`src/rtl/optx_cfg_pkg.sv`:
```
package optx_cfg_pkg;

    localparam int FRAME_W  = 24;
    localparam int OP_MSB   = 23;
    localparam int OP_LSB   = 20;
    localparam int SEL_MSB  = 19;
    localparam int SEL_LSB  = 16;
    localparam int WEN_MSB  = 15;
    localparam int WEN_LSB  = 12;
    localparam int VAL_MSB  = 7;
    localparam int VAL_LSB  = 0;
    localparam int FIELD_W  = 4;
    localparam int SRC_W    = 4;

    typedef enum logic [FIELD_W-1:0] {
        OP_SET_CUR   = 4'h1,
        OP_SET_ROUTE = 4'h2
    } cfg_op_e;

    localparam logic [SRC_W-1:0] SRC_IDLE = 4'hF;

endpackage

```
`src/rtl/optx_cfg_deser.sv`:
```
module optx_cfg_deser
    import optx_cfg_pkg::*;
#(
    parameter int LEN = FRAME_W
) (
    input  logic           clk,
    input  logic           rst_n,
    input  logic           bit_i,
    input  logic           shift_i,
    input  logic           strobe_i,
    output logic [LEN-1:0] frame_o,
    output logic           commit_o
);

    localparam int CNT_W   = $clog2(LEN + 2);
    localparam int CNT_SAT = LEN + 1;

    typedef struct packed {
        logic [LEN-1:0]   sh;
        logic [CNT_W-1:0] cnt;
    } des_t;

    des_t st_d, st_q;

    always_comb begin
        st_d = st_q;
        if (strobe_i) begin
            st_d.cnt = '0;
        end else if (shift_i) begin
            st_d.sh = {st_q.sh[LEN-2:0], bit_i};
            if (st_q.cnt != CNT_W'(CNT_SAT)) begin
                st_d.cnt = st_q.cnt + 1'b1;
            end
        end
    end

    always_ff @(posedge clk or negedge rst_n) begin
        if (!rst_n) begin
            st_q <= '0;
        end else begin
            st_q <= st_d;
        end
    end

    assign frame_o  = st_q.sh;
    assign commit_o = strobe_i && (st_q.cnt == CNT_W'(LEN));

    // counting restarts after every strobe, even with a coincident shift
    a_r5_count_restart: assert property (@(posedge clk) disable iff (!rst_n)
        strobe_i |=> (st_q.cnt == '0));

    // the counter never runs past its saturation value
    a_r5_count_sat: assert property (@(posedge clk) disable iff (!rst_n)
        st_q.cnt <= CNT_W'(CNT_SAT));

endmodule

```
`src/rtl/optx_cfg_tmr_reg.sv`:
```
module optx_cfg_tmr_reg #(
    parameter int           W       = 8,
    parameter logic [W-1:0] RST_VAL = '0
) (
    input  logic         clk,
    input  logic         rst_n,
    input  logic [W-1:0] wr_mask_i,
    input  logic [W-1:0] wr_data_i,
    output logic [W-1:0] vote_o
);

    typedef struct packed {
        logic [W-1:0] c0;
        logic [W-1:0] c1;
        logic [W-1:0] c2;
    } trip_t;

    trip_t        st_d, st_q;
    logic [W-1:0] vote;
    logic [W-1:0] merged;

    always_comb begin
        vote   = (st_q.c0 & st_q.c1) | (st_q.c1 & st_q.c2) | (st_q.c0 & st_q.c2);
        merged = (vote & ~wr_mask_i) | (wr_data_i & wr_mask_i);
        st_d.c0 = merged;
        st_d.c1 = merged;
        st_d.c2 = merged;
    end

    always_ff @(posedge clk or negedge rst_n) begin
        if (!rst_n) begin
            st_q <= '{c0: RST_VAL, c1: RST_VAL, c2: RST_VAL};
        end else begin
            st_q <= st_d;
        end
    end

    assign vote_o = vote;

    // with no write the voted value holds, even with one copy upset
    a_r10_hold_no_write: assert property (@(posedge clk) disable iff (!rst_n)
        (wr_mask_i == '0) |=> $stable(vote_o));

    // bits outside the write mask keep their voted value
    a_r10_masked_bits_kept: assert property (@(posedge clk) disable iff (!rst_n)
        1'b1 |=> ((vote_o & ~$past(wr_mask_i)) == ($past(vote_o) & ~$past(wr_mask_i))));

endmodule

```
`src/rtl/optx_cfg_xbar.sv`:
```
module optx_cfg_xbar
    import optx_cfg_pkg::*;
#(
    parameter int N_PRI = 8,
    parameter int N_SPR = 4
) (
    input  logic                   clk,
    input  logic                   rst_n,
    input  logic [N_PRI-1:0]       data_i,
    input  logic [N_SPR*SRC_W-1:0] src_i,
    output logic [N_PRI+N_SPR-1:0] out_o
);

    localparam int PSEL_W = $clog2(N_PRI);

    assign out_o[N_PRI-1:0] = data_i;

    for (genvar s = 0; s < N_SPR; s++) begin : g_spare
        logic [SRC_W-1:0] src;
        assign src = src_i[s*SRC_W +: SRC_W];

        always_comb begin
            if (src < SRC_W'(N_PRI)) begin
                out_o[N_PRI+s] = data_i[src[PSEL_W-1:0]];
            end else begin
                out_o[N_PRI+s] = 1'b0;
            end
        end

        // an idle or out-of-range source gives a quiet spare
        a_r7_idle_quiet: assert property (@(posedge clk) disable iff (!rst_n)
            (src >= SRC_W'(N_PRI)) |-> (out_o[N_PRI+s] == 1'b0));
    end

endmodule

```
`src/rtl/optx_cfg_top.sv`:
```
module optx_cfg_top
    import optx_cfg_pkg::*;
#(
    parameter int                N_PRI    = 8,
    parameter int                N_SPR    = 4,
    parameter int                CODE_W   = 8,
    parameter logic [CODE_W-1:0] CODE_RST = 8'h50
) (
    input  logic                       clk,
    input  logic                       rst_n,
    input  logic                       cfg_bit_i,
    input  logic                       cfg_shift_i,
    input  logic                       cfg_strobe_i,
    input  logic [N_PRI-1:0]           det_data_i,
    output logic [(N_PRI+N_SPR)*CODE_W-1:0] drive_code_o,
    output logic [N_PRI+N_SPR-1:0]     tx_data_o
);

    localparam int N_OUT  = N_PRI + N_SPR;
    localparam int CUR_W  = N_OUT * CODE_W;
    localparam int RT_W   = N_SPR * SRC_W;
    localparam int WEN_W  = WEN_MSB - WEN_LSB + 1;

    logic [FRAME_W-1:0] frame;
    logic               commit;
    logic [FIELD_W-1:0] fr_op, fr_sel;
    logic [WEN_W-1:0]   fr_wen;
    logic [CODE_W-1:0]  fr_val;
    logic [CUR_W-1:0]   cur_mask, cur_data, cur_vote;
    logic [RT_W-1:0]    rt_mask, rt_data, rt_vote;

    optx_cfg_deser #(.LEN(FRAME_W)) u_deser (
        .clk      (clk),
        .rst_n    (rst_n),
        .bit_i    (cfg_bit_i),
        .shift_i  (cfg_shift_i),
        .strobe_i (cfg_strobe_i),
        .frame_o  (frame),
        .commit_o (commit)
    );

    always_comb begin
        fr_op    = frame[OP_MSB:OP_LSB];
        fr_sel   = frame[SEL_MSB:SEL_LSB];
        fr_wen   = frame[WEN_MSB:WEN_LSB];
        fr_val   = frame[VAL_LSB +: CODE_W];
        cur_mask = '0;
        rt_mask  = '0;
        cur_data = {N_OUT{fr_val}};
        rt_data  = {N_SPR{fr_val[SRC_W-1:0]}};
        for (int ch = 0; ch < N_OUT; ch++) begin
            if (commit && fr_op == OP_SET_CUR && fr_sel == FIELD_W'(ch)
                && fr_wen[ch % WEN_W]) begin
                cur_mask[ch*CODE_W +: CODE_W] = '1;
            end
        end
        for (int s = 0; s < N_SPR; s++) begin
            if (commit && fr_op == OP_SET_ROUTE && fr_sel == FIELD_W'(s)) begin
                rt_mask[s*SRC_W +: SRC_W] = '1;
            end
        end
    end

    optx_cfg_tmr_reg #(
        .W       (CUR_W),
        .RST_VAL ({N_OUT{CODE_RST}})
    ) u_cur_store (
        .clk       (clk),
        .rst_n     (rst_n),
        .wr_mask_i (cur_mask),
        .wr_data_i (cur_data),
        .vote_o    (cur_vote)
    );

    optx_cfg_tmr_reg #(
        .W       (RT_W),
        .RST_VAL ({N_SPR{SRC_IDLE}})
    ) u_route_store (
        .clk       (clk),
        .rst_n     (rst_n),
        .wr_mask_i (rt_mask),
        .wr_data_i (rt_data),
        .vote_o    (rt_vote)
    );

    optx_cfg_xbar #(.N_PRI(N_PRI), .N_SPR(N_SPR)) u_xbar (
        .clk    (clk),
        .rst_n  (rst_n),
        .data_i (det_data_i),
        .src_i  (rt_vote),
        .out_o  (tx_data_o)
    );

    assign drive_code_o = cur_vote;

    // an enabled set-current frame lands in the named channel
    a_r2_code_written: assert property (@(posedge clk) disable iff (!rst_n)
        (commit && fr_op == OP_SET_CUR && fr_sel < FIELD_W'(N_OUT) && fr_wen[fr_sel[1:0]])
        |=> (drive_code_o[$past(fr_sel)*CODE_W +: CODE_W] == $past(fr_val)));

    // a channel field past the last output leaves every code alone
    a_r4_sel_range: assert property (@(posedge clk) disable iff (!rst_n)
        (commit && fr_op == OP_SET_CUR && fr_sel >= FIELD_W'(N_OUT)) |=> $stable(drive_code_o));

    // unknown opcodes leave all settings alone
    a_r9_unknown_op: assert property (@(posedge clk) disable iff (!rst_n)
        (fr_op != OP_SET_CUR && fr_op != OP_SET_ROUTE) |=> ($stable(drive_code_o) && $stable(rt_vote)));

    // a route frame stores the source nibble for the named spare
    a_r6_route_written: assert property (@(posedge clk) disable iff (!rst_n)
        (commit && fr_op == OP_SET_ROUTE && fr_sel < FIELD_W'(N_SPR))
        |=> (rt_vote[$past(fr_sel)*SRC_W +: SRC_W] == $past(fr_val[SRC_W-1:0])));

endmodule

```
`config.mk`:
```
export PLATFORM = sky130hd
export DESIGN_NAME = optx_cfg_top
export DESIGN_NICKNAME = d
export VERILOG_FILES = /design/src/rtl/optx_cfg_pkg.sv /design/src/rtl/optx_cfg_deser.sv /design/src/rtl/optx_cfg_tmr_reg.sv /design/src/rtl/optx_cfg_xbar.sv /design/src/rtl/optx_cfg_top.sv
export SDC_FILE = /design/constraint.sdc
export NUM_CORES = 1
export LEC_CHECK = 0
export CAP_MARGIN = 20
export CORE_MARGIN = 3
export CORE_UTILIZATION = 25
export CTS_CLUSTER_DIAMETER = 100
export DETAILED_ROUTE_END_ITERATION = 16
export PLACE_DENSITY = 0.43
export SLEW_MARGIN = 20
export SYNTH_ARGS = -nofsm -noshare
export SYNTH_HDL_FRONTEND = slang
export SYNTH_SLANG_ARGS = --single-unit
```
`constraint.sdc`:
```
create_clock -name clk -period 2.1 [get_ports clk]
set_input_delay 0.63 -clock clk [delete_from_list [all_inputs] [get_ports clk]]
set_output_delay 0.63 -clock clk [all_outputs]
set_load 0.02 [all_outputs]
```
### After elaboration in Yosys (flattened, before gate mapping)

Cells that the tools add are included.

| operators by class | value |
|---|---|
| eq/ne operators | 15 |
| reduce and logical (&&, ||, !) cells | 36 |
| bitwise logic cells | 15 |
| $add $sub $neg | 1 |
| mux-type cells | 31 |
| $lt $le $gt $ge | 8 |

Operators with widths:

| kind | number |
|---|---|
| bitwise AND 96 bit | 3 |
| OR 96 bit | 3 |
| two-way mux 8 bit | 12 |
| NOT 96 bit | 1 |
| bitwise AND 16 bit | 3 |
| OR 16 bit | 3 |
| logical AND 1 bit | 31 |
| equality test 4 x 3 -> 1 bit (second input constant) | 4 |
| equality test 4 bit (second input constant) | 4 |
| less-than comparator 3 x 4 -> 1 bit (second input constant) | 4 |
| less-than comparator 4 bit (second input constant) | 4 |
| two-way mux 4 bit | 4 |
| NOT 16 bit | 1 |
| two-way mux 5 bit | 3 |
| binary-select mux 1 bit (select 3 bit) | 4 |
| equality test 4 x 2 -> 1 bit (second input constant) | 3 |
| equality test 4 x 1 -> 1 bit (second input constant) | 2 |
| two-way mux 1 bit | 8 |
| adder 5 x 1 -> 5 bit (second input constant) | 1 |
| equality test 5 bit (second input constant) | 1 |
| != test 5 bit (second input constant) | 1 |
| logical NOT 4 bit | 1 |
| AND reduction 2 bit | 2 |
| nonzero test 2 bit | 2 |
| NOT 1 bit | 1 |

| storage, ports and cells | value |
|---|---|
| logic and storage cells | 110 |
| output and inout port bits | 108 |
| register bits after elaboration | 141 |
| input bits | 13 |

### Logic depth before layout (Yosys ltp)

Gate-level depths: netlist (run 1).

| depth | value |
|---|---|
| depth after elaboration | 9 |
| gate-level depth with buffers | 6 |
| gate-level depth less buffers | 5 |

### By module

A second synthesis (run 1) with hierarchy kept.

| unflattened totals | value |
|---|---|
| cell total of the unflattened synthesis | 403 |
| area total of the unflattened synthesis | 6,591.3 um^2 |

Modules (own cells, without submodules):

| module | sequential area each (um^2) | cells an instance | area an instance (um^2) | instances |
|---|---|---|---|---|
| optx_cfg_tmr_reg (u_cur_store) | 2,432.3 | 192 | 3,873.7 | 1 |
| optx_cfg_deser | 725.7 | 108 | 1,507.7 | 1 |
| optx_cfg_tmr_reg (u_route_store) | 420.4 | 32 | 660.6 | 1 |
| optx_cfg_xbar | 0.0 | 40 | 355.3 | 1 |
| optx_cfg_top | 0.0 | 31 | 193.9 | 1 |

### Worst setup path before layout (run 1)

Ideal clock, no wire load.

| timing | value |
|---|---|
| path kind | flip-flop to flip-flop |
| from | reg u_deser.st_q (netlist bit u_deser.frame_o[21]) |
| to | reg with a tool-made name |
| stages on the path, launching flop included | 6 |
| setup slack | -0.084 ns |
| library setup time | 0.125 ns |
| data required time | 1.975 ns |
| data arrival time | 2.059 ns |
| cells stage by stage | dfrtp_1 -> or4b_4 -> buf_6 -> or4b_1 -> buf_6 -> mux2_4 |

RTL lines:

| element | line | text |
|---|---|---|
| start: declaration | optx_cfg_deser.sv:23 | `des_t st_d, st_q;` |
| start signal: assignment | optx_cfg_deser.sv:41 | `st_q <= st_d;` |

==> metrics.md, run 1 <==
| Metric | Value |
|---|---|
| Status | finished with violations |
| Failing checks | negative setup slack |
| TritonCTS sink count | 141 |
| Post-synth ARST share | 1.00 |
| Tmin final | 2440 ps |
| Leading post-synthesis cells by cell area | sky130_fd_sc_hd__dfrtp_1 (41%), sky130_fd_sc_hd__mux2_2 (19%), sky130_fd_sc_hd__dfstp_2 (17%), sky130_fd_sc_hd__mux2_4 (7.7%), sky130_fd_sc_hd__nor4_4 (2.1%) |
| Height of the chip | 164 um |
| Port Buffer Count | 120 |
| Final Routed Wirelength | 16.1 mm |
| Global-route wire length before repair | 25.4 mm |
| Vias in the first global route | 4273 |
| Dpl hpwl | 11.1 mm |
| Starting utilization of the core area | 0.255 |
| Horizontal extent of the die | 164 um |
| Final antenna-violating net count | 0 |
| Synth Warn # | 0 |
| Congestion Overflow GR | 0 |
| Count of mapped cells out of synthesis | 394 |
| Bufs on Longest Clock Path | 2 |
| Fraction of met3 tracks used by global routing | 0.0353 |
| Worst setup EP type | output pin |
| Root Buffer Master | sky130_fd_sc_hd__clkbuf_16 |
| Fraction of the core area covered by cells at the end of the flow | 0.365 |
| Share of cells above drive strength 1 | 0.522 |
| Routability congestion estimate | 0.757 |
| Leakage power summed over all cells | 4.20 nW |
| Register-to-Register Path Depth | 4 |
| Count of final setup violators | 10 |
| Power per cell area | 748 nW/um^2 |
| Global-route met1 utilization | 0.157 |
| Cell type with the largest total area after synthesis | sky130_fd_sc_hd__dfrtp_1 |
| Dpl cells | 866 |
| Flip-flop cell with the highest count after synthesis | sky130_fd_sc_hd__dfrtp_1 |
| Maximum fanout count along the critical path | 2 |
| Syn Nets | 410 |
| Clock slew at reported path FFs | 60 ps |
| Cell variety after synth | 38 |
| Antenna violations before repair | 0 |
| Post-layout total power | 6.64 mW |
| Met2 demand-to-capacity share in global routing | 0.210 |
| Final instance count without filler cells | 904 |
| Reg-to-reg slack, setup | -10 ps |
| Critical Path AT | 1810 ps |
| Path category of the worst min-delay check | in -> async |
| Skew-Pair Late Insertion Delay | 420 ps |
| Required time of the critical path | 1470 ps |
| Depth of the CTS H-tree | 4 |
| Hold bufs inserted after CTS | 0 |
| Pre-antenna DRT Iters | 4 |
| Post-route setup slack | -336 ps |
| Synth-to-layout area growth | 43.1% |
| Highest clock rate | 411 MHz |
| DRC viols | 0 |
| Total CTS buffers | 17 |
| Detail-routed net length per standard cell | 17.8 um |
| Busiest layer in global routing | met2 |
| First-iteration detailed-routing DRC count | 156 |
| Setup crit start kind | flip-flop |
| Clk_skew | 12.3 ps |
| Clock tree from TritonCTS | done |
| Maximum number of pins on one net before global-route repair | 45 |
| Sequential fraction of the synthesis area | 0.577 |
| Post-synthesis instance area | 6200 um^2 |
| Number of violations of the max-capacitance limit | 0 |
| Portion of synthesized cell area occupied by the leading cell type | 0.407 |
| Slew @ Worst Pin | 765 ps |
| Number of synthesized flops with an enable pin | 0 |
| Antenna diode instance count | 0 |
| Rel. slew slack | 0.490 |
| Post-layout nets | 583 |
| Total global-route track usage | 0.126 |
| Launch instance of the worst register-to-register path | u_deser.frame_o[23]$_DFFE_PN0P_ |
| Final number of hold-violating endpoints | 0 |
| Classification of the worst setup path | reg -> out |
| Largest vdd supply drop | 0.525 mV |
| Synth Register Bits | 141 |
| Io pins | 121 |
| Detailed-route vias per instance | 4.30 |
| Core Box Area | 24300 um^2 |
| Total vias in the final route | 3891 |
| WHS | 83.4 ps |
| Filler cell count | 2340 |
| Row count | 57 |
| Post-route clock period utilization | 1.16 |
| Slew Limit Fails | 0 |
| Post-Synthesis Mean Instance Area | 15.7 um^2 |
| Die Outline Area | 26700 um^2 |
| Unrepaired setup endpoints after global routing | true |
[metal layers]
metal,share of wire,wire [um],up-vias
met5,0,0,-
met1,0.44,7080,2026
met4,0.015,240,0
met2,0.51,8150,68
li1,-,-,1782
met3,0.040,651,15
[critical path, cell delays in order (launching register included)]
cell	delay, ps
sky130_fd_sc_hd__dfstp_2	550
sky130_fd_sc_hd__mux4_2	500
sky130_fd_sc_hd__nor2_2	110
sky130_fd_sc_hd__a311oi_2	60
sky130_fd_sc_hd__buf_4	170
[area by class of cell]
type | count | area [um^2] | share of cell area
sequential | 141 | 3580 | 0.403
multi-input combinational | 219 | 2520 | 0.284
timing repair buffer | 182 | 1780 | 0.200
clock buffer | 23 | 488 | 0.0550
tap | 324 | 405 | 0.0457
clock inverter | 9 | 86.3 | 0.00973
inverter | 6 | 22.5 | 0.00254
[worst max-delay path by stage]
stage | startpoint | to | slack (ps) | cells after the start
floorplan | u_deser.frame_o[23]$_DFFE_PN0P_ | flip-flop | -70 | 5
global placement | det_data_i[4] | tx_data_o[9] | -950 | 5
detailed placement | det_data_i[0] | tx_data_o[10] | -980 | 6
CTS | flip-flop | tx_data_o[9] | -380 | 4
global route | flip-flop | tx_data_o[9] | -400 | 4
finish | flip-flop | tx_data_o[9] | -340 | 4
[cells in the final DEF (no fill, tap or decap), types with 3 or more instances in the layout]
| cell type | count |
|---|---|
| sky130_fd_sc_hd__a21o_1 | 4 |
| sky130_fd_sc_hd__buf_6 | 6 |
| sky130_fd_sc_hd__clkinv_2 | 3 |
| sky130_fd_sc_hd__buf_4 | 47 |
| sky130_fd_sc_hd__dfrtp_1 | 101 |
| sky130_fd_sc_hd__mux2_4 | 32 |
| sky130_fd_sc_hd__nand4b_1 | 4 |
| sky130_fd_sc_hd__mux2i_1 | 9 |
| sky130_fd_sc_hd__clkdlybuf4s15_1 | 4 |
| sky130_fd_sc_hd__dlygate4sd2_1 | 35 |
| sky130_fd_sc_hd__clkbuf_16 | 17 |
| sky130_fd_sc_hd__nand4_1 | 5 |
| sky130_fd_sc_hd__clkbuf_8 | 4 |
| sky130_fd_sc_hd__mux4_2 | 4 |
| sky130_fd_sc_hd__nand3b_1 | 3 |
| sky130_fd_sc_hd__or4b_4 | 6 |
| sky130_fd_sc_hd__dfstp_2 | 40 |
| sky130_fd_sc_hd__mux2_2 | 105 |
| sky130_fd_sc_hd__clkdlybuf4s50_1 | 73 |
| sky130_fd_sc_hd__buf_12 | 12 |
| sky130_fd_sc_hd__nor4_4 | 7 |
| sky130_fd_sc_hd__buf_2 | 3 |
| sky130_fd_sc_hd__nor2_1 | 10 |
| sky130_fd_sc_hd__inv_1 | 4 |
[synth_stat cells, drive strengths merged, types with 2 or more instances]
cell    count
ha          3
a311oi      4
nand2       2
nand4b      4
clkbuf     14
nor2       12
inv         6
nand4       5
nor4       10
dfrtp     101
dfstp      40
mux4        4
xor2        2
a21o        4
buf        14
nand2b      2
nand3b      3
or4b        6
mux2      137
mux2i       9
[where the power goes]
group          internal [mW]  total, mW  switching [mW]
clock network           1.76       2.91            1.15
logic                  0.273      0.472           0.199
registers               2.86       3.26           0.399
[kinds of logic (layout without fill, tap and decap cells)]
logic type                 after synthesis  in the layout  share of synthesized area
xor gates and xnor gates                 2              2                    0.00282
and+or+nand+nor                         53             53                     0.0716
buffers and inverters                   34            220                     0.0317
adders and majority gates                3              3                    0.00605
muxes                                  150            150                      0.297
DFF                                    141            141                      0.577
AOI/OAI and AO/OA                       11             11                     0.0139
[stage by stage]
| step | setup slack (ps) | TNS, ps | cell area [um^2] |
|---|---|---|---|
| final | -336 | -1320 | 8870 |
| after global routing | -402 | -1890 | 8870 |
| after CTS | -376 | -2000 | 8820 |
| after detailed placement | -976 | -55250 | 8160 |
| after global placement | -954 | -56930 | 8160 |
| after floorplan | -66.5 | -1790 | 6210 |
[what timing repair did]
item	in CTS	in global routing
resized for setup	93	13
setup buffers	5	1
pin swaps	11	10
setup endpoints to repair	110	81
Power figures use the tool's default switching activity.
==> run 2, diff against run 1 <==
--- a/config.mk
+++ b/config.mk
@@ -8,8 +8,10 @@
 export CAP_MARGIN = 20
 export CORE_MARGIN = 3
 export CORE_UTILIZATION = 25
+export CTS_BUF_LIST = sky130_fd_sc_hd__clkbuf_8
 export CTS_CLUSTER_DIAMETER = 100
 export DETAILED_ROUTE_END_ITERATION = 16
+export GPL_ROUTABILITY_DRIVEN = 1
 export PLACE_DENSITY = 0.43
 export SLEW_MARGIN = 20
 export SYNTH_ARGS = -nofsm -noshare
==> run 2 against run 1 <==
The run still ends with negative setup slack left; die area did not move; core utilization fell by 0.24 points; wire length rose by 0.61%; via count rose by 0.64%; critical path depth rose by 2; fmax fell by 1.6%; sequential power barely moved; total power fell by 12%; hold slack got worse by 23 ps.
==> metrics.md, run 2 (synthesis gave the netlist of run 1 again) <==
| Metric | Value |
|---|---|
| Status | finished with violations |
| Failing checks | negative setup slack |
| Antenna violations before repair | 0 (unchanged) |
| Port Buffer Count | 120 (unchanged) |
| Total CTS buffers | 17 (unchanged) |
| Leakage power summed over all cells | 4.89 nW (+16%) |
| Termination of the worst setup path | tx_data_o[10] |
| Filler cell count | 2346 (+0.26%) |
| Combinational fraction of design power | 0.081 (+0.010) |
| Sum of negative setup slack | -1400 ps (-82.4 ps) |
| Maximum number of pins on one net before global-route repair | 45 (unchanged) |
| Required time of the critical path | 1470 ps (about the same) |
| Io pins | 121 (unchanged) |
| Net switching fraction of the power | 0.283 (+0.0196) |
| First-iteration detailed-routing DRC count | 175 (+12%) |
| Sequential Power Share | 0.558 (+0.067) |
| Pre-antenna DRT Iters | 4 (unchanged) |
| Launch instance of the worst register-to-register path | u_deser.frame_o[21]$_DFFE_PN0P_ |
| Congestion Overflow GR | 0 (unchanged) |
| Highest clock rate | 404 MHz (-1.6%) |
| Die Outline Area | 26700 um^2 (unchanged) |
| TritonCTS sink count | 141 (unchanged) |
| Post-route clock period utilization | 1.18 (+0.0186) |
| Dpl cells | 866 (unchanged) |
| Maximum fanout count along the critical path | 3 (+1) |
| Power per cell area | 662 nW/um^2 (-11%) |
| Global-route wire length before repair | 25.4 mm (-0.33%) |
| Dpl hpwl | 11.1 mm (unchanged) |
| Hold bufs inserted after CTS | 0 (unchanged) |
| Register-to-Register Path Depth | 4 (unchanged) |
| Count of final setup violators | 4 (-6) |
| Total net switching power | 1.65 mW (-5.5%) |
| Synth-to-layout area growth | 42.1% |
| Post-route setup slack | -375 ps (-39.1 ps) |
| Number of violations of the max-capacitance limit | 0 (unchanged) |
| Vias in the first global route | 4288 (+0.35%) |
| Post-layout total power | 5.84 mW (-12%) |
| Unrepaired setup endpoints after global routing | true |
| Slew Limit Fails | 0 (unchanged) |
| Internal cell power | 4.19 mW (-14%) |
| Row count | 57 (unchanged) |
| Routability congestion estimate | 0.757 (unchanged) |
| Most frequent cells in the layout | sky130_fd_sc_hd__dfrtp_1 (101), sky130_fd_sc_hd__mux2_2 (91), sky130_fd_sc_hd__buf_4 (51), sky130_fd_sc_hd__dlygate4sd2_1 (47), sky130_fd_sc_hd__mux2_4 (46) |
| Height of the chip | 164 um (unchanged) |
| Final antenna-violating net count | 0 (unchanged) |
| Path category of the worst min-delay check | in -> async |
| Clock tree from TritonCTS | done |
| Starting utilization of the core area | 0.255 (unchanged) |
| Reg-to-reg slack, setup | 20 ps (+30 ps) |
| Critical Path AT | 1850 ps (+40 ps) |
| Rel. slew slack | 0.479 (-0.0113) |
| Clock slew at reported path FFs | 80 ps (+20 ps) |
| Final Routed Wirelength | 16.2 mm (+0.61%) |
| Clk_skew | 14.9 ps (+2.58 ps) |
| Skew-Pair Late Insertion Delay | 440 ps (+20 ps) |
| Root Buffer Master | sky130_fd_sc_hd__clkbuf_8 |
| Total global-route track usage | 0.124 (-0.00144) |
| Slew @ Worst Pin | 781 ps (+17.0 ps) |
| Largest vdd supply drop | 0.380 mV (-28%) |
| DRC viols | 0 (unchanged) |
| Commonest non-fill, non-tap cell in the layout | sky130_fd_sc_hd__dfrtp_1 |
| Antenna diode instance count | 0 (unchanged) |
| WHS | 60.3 ps (-23.1 ps) |
| Proportion of power drawn by the clock network | 0.360 (-0.078) |
| Total vias in the final route | 3916 (+0.64%) |
| Startpoint of the most critical setup path | det_data_i[7] |
| Core Box Area | 24300 um^2 (unchanged) |
| Worst setup EP type | output pin |
| Classification of the worst setup path | in -> out |
| Share of cells above drive strength 1 | 0.526 (+0.00336) |
| Setup crit start kind | input pin |
| Bufs on Longest Clock Path | 2 (unchanged) |
| Post-layout nets | 585 (+0.34%) |
| Tmin final | 2480 ps (+39.1 ps) |
| Final instance count without filler cells | 906 (+0.22%) |
| Final number of hold-violating endpoints | 0 (unchanged) |
| Depth of the CTS H-tree | 4 (unchanged) |
| Detailed-route vias per instance | 4.32 (+0.42%) |
| Detail-routed net length per standard cell | 17.9 um (+0.39%) |
| Horizontal extent of the die | 164 um (unchanged) |
-- run 2: timing repair --
item / 4_1_cts / 5_1_grt
gates resized for setup: 108 / 55
gates cloned: 0 / 0
buffers inserted: 6 / 2
setup endpoints to repair: 122 / 106
pin swaps: 15 / 5
-- run 2: how the worst min path moves through the flow --
stage,start,to
after floorplan,rst_n,async pin
after global placement,u_deser.frame_o[8]$_DFFE_PN0P_,u_deser.frame_o[8]$_DFFE_PN0P_
after detailed placement,u_deser.frame_o[10]$_DFFE_PN0P_,u_deser.frame_o[11]$_DFFE_PN0P_
after CTS,rst_n,u_deser.frame_o[0]$_DFFE_PN0P_
after global routing,rst_n,u_deser.frame_o[0]$_DFFE_PN0P_
final,rst_n,u_deser.frame_o[0]$_DFFE_PN0P_
-- run 2: worst max-delay path, cell delays in order --
cell,delay (ps)
sky130_fd_sc_hd__dlygate4sd2_1,260
sky130_fd_sc_hd__buf_4,140
sky130_fd_sc_hd__mux4_2,470
sky130_fd_sc_hd__nor2_2,110
sky130_fd_sc_hd__a311oi_2,60
sky130_fd_sc_hd__buf_4,170
-- run 2: power by group through the flow --
stage | clock, mW | combinational [mW] | sequential [mW]
2_1_floorplan | 0 | 0.398 | 3.00
3_3_place_gp | 0 | 0.455 | 3.32
3_5_place_dp | 0 | 0.467 | 3.33
4_1_cts | 2.21 | 0.479 | 3.27
5_1_grt | 2.32 | 0.523 | 3.32
6_report | 2.10 | 0.475 | 3.26
-- run 2: through the flow --
stage                     utilization  setup WS, ps  cell area, um^2
after floorplan                     -         -66.5             6210
after global placement          0.336          -954             8160
after detailed placement        0.336          -976             8160
after CTS                       0.355          -421             8640
after global routing            0.363          -446             8820
final                           0.363          -375             8820
-- run 2: metal layers --
layer | vias to the layer above | GRT usage | part of all wire
li1 | 1783 | - | -
met1 | 2048 | 0.154 | 0.44
met2 | 76 | 0.211 | 0.51
met3 | 9 | 0.0368 | 0.045
met4 | 0 | 0.0334 | 0.010
met5 | - | 0 | 0
-- run 2: final cells by class --
| class | count | area [um^2] | area share |
|---|---|---|---|
| clock inverters | 11 | 93.8 | 0.0106 |
| repair buffers | 184 | 1860 | 0.211 |
| clock buffers | 21 | 289 | 0.0328 |
| multi-input cells | 219 | 2570 | 0.291 |
| inverters | 6 | 22.5 | 0.00255 |
| well taps | 324 | 405 | 0.0460 |
| flip-flops and latches | 141 | 3580 | 0.406 |
==> run 3, diff against run 2 <==
--- a/config.mk
+++ b/config.mk
@@ -5,11 +5,13 @@
 export SDC_FILE = /design/constraint.sdc
 export NUM_CORES = 1
 export LEC_CHECK = 0
+export ABC_CLOCK_PERIOD_IN_PS = 2100
 export CAP_MARGIN = 20
 export CORE_MARGIN = 3
 export CORE_UTILIZATION = 25
 export CTS_BUF_LIST = sky130_fd_sc_hd__clkbuf_8
 export CTS_CLUSTER_DIAMETER = 100
+export CTS_CLUSTER_SIZE = 12
 export DETAILED_ROUTE_END_ITERATION = 16
 export GPL_ROUTABILITY_DRIVEN = 1
 export PLACE_DENSITY = 0.43
==> results of run 3 <==
Same layout as run 2: the final DEF is identical, and so are final timing and power.
